`src/rtl/extirq_pkg.sv`:
```
package extirq_pkg;
  typedef enum logic [1:0] {
    SENSE_LOW  = 2'b00,
    SENSE_ANY  = 2'b01,
    SENSE_FALL = 2'b10,
    SENSE_RISE = 2'b11
  } sense_e;
endpackage

```
`src/rtl/extirq_sync.sv`:
```
module extirq_sync #(
  parameter int   STAGES  = 2,
  parameter logic RST_VAL = 1'b1
) (
  input  logic clk,
  input  logic rst_n,
  input  logic din,
  output logic dout
);
  logic [STAGES-1:0] chain_q;

  always_ff @(posedge clk or negedge rst_n) begin
    if (!rst_n) begin
      chain_q <= {STAGES{RST_VAL}};
    end else begin
      chain_q[0] <= din;
      for (int i = 1; i < STAGES; i++) chain_q[i] <= chain_q[i-1];
    end
  end

  assign dout = chain_q[STAGES-1];
endmodule

```
`src/rtl/extirq_event.sv`:
```
module extirq_event
  import extirq_pkg::*;
#(
  parameter int   SYNC_STAGES = 2,
  parameter logic RST_VAL     = 1'b1
) (
  input  logic   clk,
  input  logic   rst_n,
  input  logic   smp,
  input  sense_e sense,
  output logic   evt,
  output logic   lvl_req
);
  localparam int BW = $clog2(SYNC_STAGES + 2);
  localparam logic [BW-1:0] BLANK_INIT = BW'(SYNC_STAGES + 1);

  logic          prev_q;
  sense_e        sense_q;
  logic [BW-1:0] blank_q;
  logic          mode_chg;
  logic          rise, fall, raw;

  always_ff @(posedge clk or negedge rst_n) begin
    if (!rst_n) begin
      prev_q  <= RST_VAL;
      sense_q <= SENSE_LOW;
      blank_q <= BLANK_INIT;
    end else begin
      prev_q  <= smp;
      sense_q <= sense;
      if (blank_q != '0) blank_q <= blank_q - 1'b1;
    end
  end

  assign mode_chg = (sense != sense_q);
  assign rise     = smp & ~prev_q;
  assign fall     = ~smp & prev_q;

  always_comb begin
    unique case (sense)
      SENSE_ANY:  raw = rise | fall;
      SENSE_FALL: raw = fall;
      SENSE_RISE: raw = rise;
      default:    raw = 1'b0;
    endcase
  end

  assign evt     = raw & ~mode_chg & (blank_q == '0);
  assign lvl_req = ~smp;
endmodule

```
`src/rtl/extirq_flag.sv`:
```
module extirq_flag (
  input  logic clk,
  input  logic rst_n,
  input  logic set,
  input  logic clr_we,
  input  logic clr_bit,
  input  logic ack,
  output logic flag
);
  logic clr;
  assign clr = (clr_we & clr_bit) | ack;

  always_ff @(posedge clk or negedge rst_n) begin
    if (!rst_n)   flag <= 1'b0;
    else if (set) flag <= 1'b1;
    else if (clr) flag <= 1'b0;
  end
endmodule

```
`src/rtl/ext_irq_detect.sv`:
```
module ext_irq_detect
  import extirq_pkg::*;
#(
  parameter int   SYNC_STAGES = 2,
  parameter logic PIN_IDLE    = 1'b1
) (
  input  logic       clk,
  input  logic       rst_n,
  input  logic       pin_i,
  input  logic [1:0] sense_i,
  input  logic       clr_we_i,
  input  logic       clr_bit_i,
  input  logic       ack_i,
  output logic       irq_o,
  output logic       flag_o
);
  sense_e sense;
  logic   pin_s;
  logic   evt;
  logic   lvl_req;

  assign sense = sense_e'(sense_i);

  extirq_sync #(.STAGES(SYNC_STAGES), .RST_VAL(PIN_IDLE)) u_sync (
    .clk(clk), .rst_n(rst_n), .din(pin_i), .dout(pin_s)
  );

  extirq_event #(.SYNC_STAGES(SYNC_STAGES), .RST_VAL(PIN_IDLE)) u_event (
    .clk(clk), .rst_n(rst_n), .smp(pin_s), .sense(sense),
    .evt(evt), .lvl_req(lvl_req)
  );

  extirq_flag u_flag (
    .clk(clk), .rst_n(rst_n), .set(evt), .clr_we(clr_we_i),
    .clr_bit(clr_bit_i), .ack(ack_i), .flag(flag_o)
  );

  assign irq_o = (sense == SENSE_LOW) ? lvl_req : flag_o;
endmodule

```
`config.mk`:
```
export PLATFORM = sky130hd
export DESIGN_NAME = ext_irq_detect
export DESIGN_NICKNAME = d
export VERILOG_FILES = /design/src/rtl/extirq_pkg.sv /design/src/rtl/extirq_sync.sv /design/src/rtl/extirq_event.sv /design/src/rtl/extirq_flag.sv /design/src/rtl/ext_irq_detect.sv
export SDC_FILE = /design/constraint.sdc
export NUM_CORES = 1
export LEC_CHECK = 0
export CAP_MARGIN = 20
export CORE_AREA = 5 5 42 44
export DETAILED_ROUTE_END_ITERATION = 7
export DIE_AREA = 0 0 47 49
export PLACE_DENSITY = 0.48
export SETUP_SLACK_MARGIN = 0.1
export SYNTH_ARGS = -nofsm -noshare
export SYNTH_HDL_FRONTEND = slang
export SYNTH_SLANG_ARGS = --single-unit
```
`constraint.sdc`:
```
create_clock -name clk -period 2.2 [get_ports clk]
set_clock_uncertainty 0.15 [all_clocks]
set_input_delay 0.44 -clock clk [delete_from_list [all_inputs] [get_ports clk]]
set_output_delay 0.44 -clock clk [all_outputs]
set_load 0.01 [all_outputs]
```
==> key figures, run 1 <==
Global route
  • Initial antenna violation count: 0
  • First-pass GRT wire length: 1.18 mm
  • Number of global-route vias before repair: 283
  • Largest net degree at the start of global routing: 9
  • All-Layer GR Usage: 7.66%
  • GRT overflow: 0

Timing
  • TNS Setup: 0 ns
  • Tcrit/Tclk final: 90.1%
  • Max Freq: 505 MHz
  • Pins Over Slew Limit: 0
  • Slew HR: 76.1%
  • # setup viols final: 0
  • RSZ-0062 raised after global routing: no
  • Post-route minimum period: 1.98 ns
  • Hold Violations, Final: 0
  • Slew @ Worst Pin: 0.357 ns

Setup path
  • Reg2reg end: u_flag.flag$_DFFE_PN0P_
  • Worst R2R Setup Slack: 0.61 ns
  • Register-to-Register Path Depth: 5
  • Crit path required time: 1.61 ns
  • Worst r2r src: u_sync.chain_q[1]$_DFF_PN1_
  • Critical Path Start Type: primary input
  • Max Fanout on Critical Path: 2
  • Crit end category: primary output
  • WP data arrival: 1.39 ns
  • Setup CP Type: primary input to primary output
  • CP Launch Point: sense_i[0]
  • Worst Setup EP: irq_o

Clocking
  • CTS Hold Bufs: 0
  • CTS Buffer Depth: 2
  • TritonCTS buffer count: 3
  • Reg clk slew, reported paths: 0.05 ns
  • Clock sink count: 8
  • TritonCTS clock tree: yes
  • Root buf cell: clkbuf_4
  • Worst-skew pair later-pin latency: 0.27 ns
  • H-tree depth: 1
  • Post-CTS Setup Bufs: 0

Place
  • Buffers on Ports: 9
  • GP Congestion: 0.677
  • Dpl hpwl: 506 um
  • Post-DP Area: 470 sq um
  • Post-Place Cells: 56

Synth
  • YS warnings: 0
  • Post-Synthesis Cells: 30
  • Synth Area per Inst: 11.8 sq um
  • Yosys cell types: 16
  • Synth top area share: 37.2%
  • Mapped Nets: 41
  • Synthesized area: 353 sq um
  • Top post-synthesis cells by area: dfstp_2 (37%), dfrtp_1 (21%), ha_1 (11%), inv_1 (4.3%), nor4b_2 (4.3%)
  • Synthesized flop and latch total: 8
  • Sequential fraction of the synthesis area: 58.5%
  • Cell accounting for the most synthesized area: dfstp_2

Final layout
  • Finished layout cell area: 503 sq um
  • Final non-filler cell total: 60
  • Layout Area Growth over Synthesis: 42.6%
  • Ant. Diodes: 0
  • Share of layout cells above drive strength 1: 29.5%
  • Commonest non-fill, non-tap cell in the layout: clkdlybuf4s50_1
  • Nets@finish: 56
  • Most frequent cells in the layout: clkdlybuf4s50_1 (7), dfstp_2 (5), inv_1 (4)
  • Util after Layout: 35.9%

Job
  • Max Cap Viol: 0

Drt
  • Drt pass-1 iters: 1
  • DR DRC count: 0
  • Via/cell ratio: 4.47
  • Antenna-violating nets left: 0
  • Wire length per cell: 11.4 um
  • Total Routed Length: 686 um
  • Initial DRC Count: 0
  • DR vias: 268

Floorplan
  • Std-Cell Core Area: 1400 sq um
  • Initial Util: 25.2%
  • Die height: 49 um
  • Die width: 47 um
  • FP Rows: 14
  • Boundary Pins: 10
  • Die area: 2300 sq um

Power
  • Static leakage: 0.213 nW
  • Pwr/cell area: 641 nW/um^2
  • Peak supply drop: 0.270 mV

Hold path
  • Hold crit path type: flip-flop to flip-flop

Outcome
  • Outcome: completed
[where the power goes]
group	internal (W)	total, W	switching (W)
clock	0.0000698	0.000126	0.0000567
sequential	0.000155	0.000160	0.00000403
combinational	0.0000224	0.0000365	0.0000141
total	0.000248	0.000323	0.0000748
[stage by stage]
stage	hold WS (ns)	power, W	setup WS [ns]
2_1_floorplan	-0.00559	0.000172	0.700
5_1_grt	0.211	0.000337	0.123
3_5_place_dp	0.197	0.000199	-0.184
3_3_place_gp	0.198	0.000198	-0.158
6_report	0.210	0.000323	0.218
4_1_cts	0.209	0.000330	0.113
[state kept, by name (all words and copies together) (netlist names)]
register and flops:
u_event.blank_q 2, u_event.sense_q 2, u_sync.chain_q 2, u_event.prev_q 1, u_flag.flag 1
[final cells by class]
| cell class | count | area, sq um |
|---|---|---|
| repair buffers | 10 | 101 |
| well taps | 16 | 20.0 |
| flip-flops and latches | 8 | 206 |
| fillers | 143 | 898 |
| clock buffers | 4 | 26.3 |
| inverters | 4 | 15.0 |
| multi-input cells | 18 | 134 |
[synth_stat cells]
| master | number |
|---|---|
| nand3b_1 | 1 |
| ha_1 | 3 |
| inv_1 | 4 |
| nand2_1 | 2 |
| o21ai_1 | 1 |
| nor3b_1 | 1 |
| nor4b_2 | 1 |
| dfstp_2 | 5 |
| nand2b_1 | 1 |
| a31oi_1 | 1 |
| nor2_1 | 2 |
| and2_2 | 1 |
| dfrtp_1 | 3 |
| xnor2_1 | 1 |
| a21oi_1 | 1 |
| o21ai_0 | 2 |
[per-layer routing]
metal,global-route usage [%],vias to the layer above,part of all wire [%]
li1,-,125,-
met4,8.29,0,5.7
met1,7.64,127,37
met5,0,-,0
met2,10.9,11,46
met3,2.95,5,11
[repair_timing]
action                     in CTS  in global routing
setup endpoints to repair       1                  1
resized for setup               3                  2
cloned                          0                  0
pin swaps                       1                  0
[worst min path at each step]
stage	from	end	cells past startpoint
detailed placement	u_sync.chain_q[0]$_DFF_PN1_	u_sync.chain_q[1]$_DFF_PN1_	0
global placement	u_sync.chain_q[0]$_DFF_PN1_	u_sync.chain_q[1]$_DFF_PN1_	0
CTS	u_sync.chain_q[0]$_DFF_PN1_	u_sync.chain_q[1]$_DFF_PN1_	0
global route	u_sync.chain_q[0]$_DFF_PN1_	u_sync.chain_q[1]$_DFF_PN1_	0
floorplan	rst_n	u_event.sense_q[0]$_DFF_PN0_	0
finish	u_sync.chain_q[0]$_DFF_PN1_	u_sync.chain_q[1]$_DFF_PN1_	0
[logic make-up after synthesis]
group                    after synthesis  synth area share (%)
AO/OA/AOI/OAI                          5                  7.45
XOR/XNOR                               1                  2.48
adder cells (fa/ha/maj)                3                  10.6
buffers and inverters                  4                  4.25
flip-flops                             8                  58.5
AND/OR/NAND/NOR                        9                  16.7
[critical path, stage by stage]
cell and delay [ns]:
clkdlybuf4s50_1 0.43, nor2_2 0.12, nor2_1 0.05, a21oi_1 0.11
clkdlybuf4s15_2 0.24
(Power assumes the default switching activity.)
==> inputs of run 2 (changes only) <==
--- a/config.mk
+++ b/config.mk
@@ -9,8 +9,10 @@
 export CORE_AREA = 5 5 42 44
 export DETAILED_ROUTE_END_ITERATION = 7
 export DIE_AREA = 0 0 47 49
+export HOLD_SLACK_MARGIN = 0.02
 export PLACE_DENSITY = 0.48
 export SETUP_SLACK_MARGIN = 0.1
+export SKIP_LAST_GASP = 1
 export SYNTH_ARGS = -nofsm -noshare
 export SYNTH_HDL_FRONTEND = slang
 export SYNTH_SLANG_ARGS = --single-unit
==> results of run 2 <==
The final DEF is identical to that of run 1; final timing and power are the same.
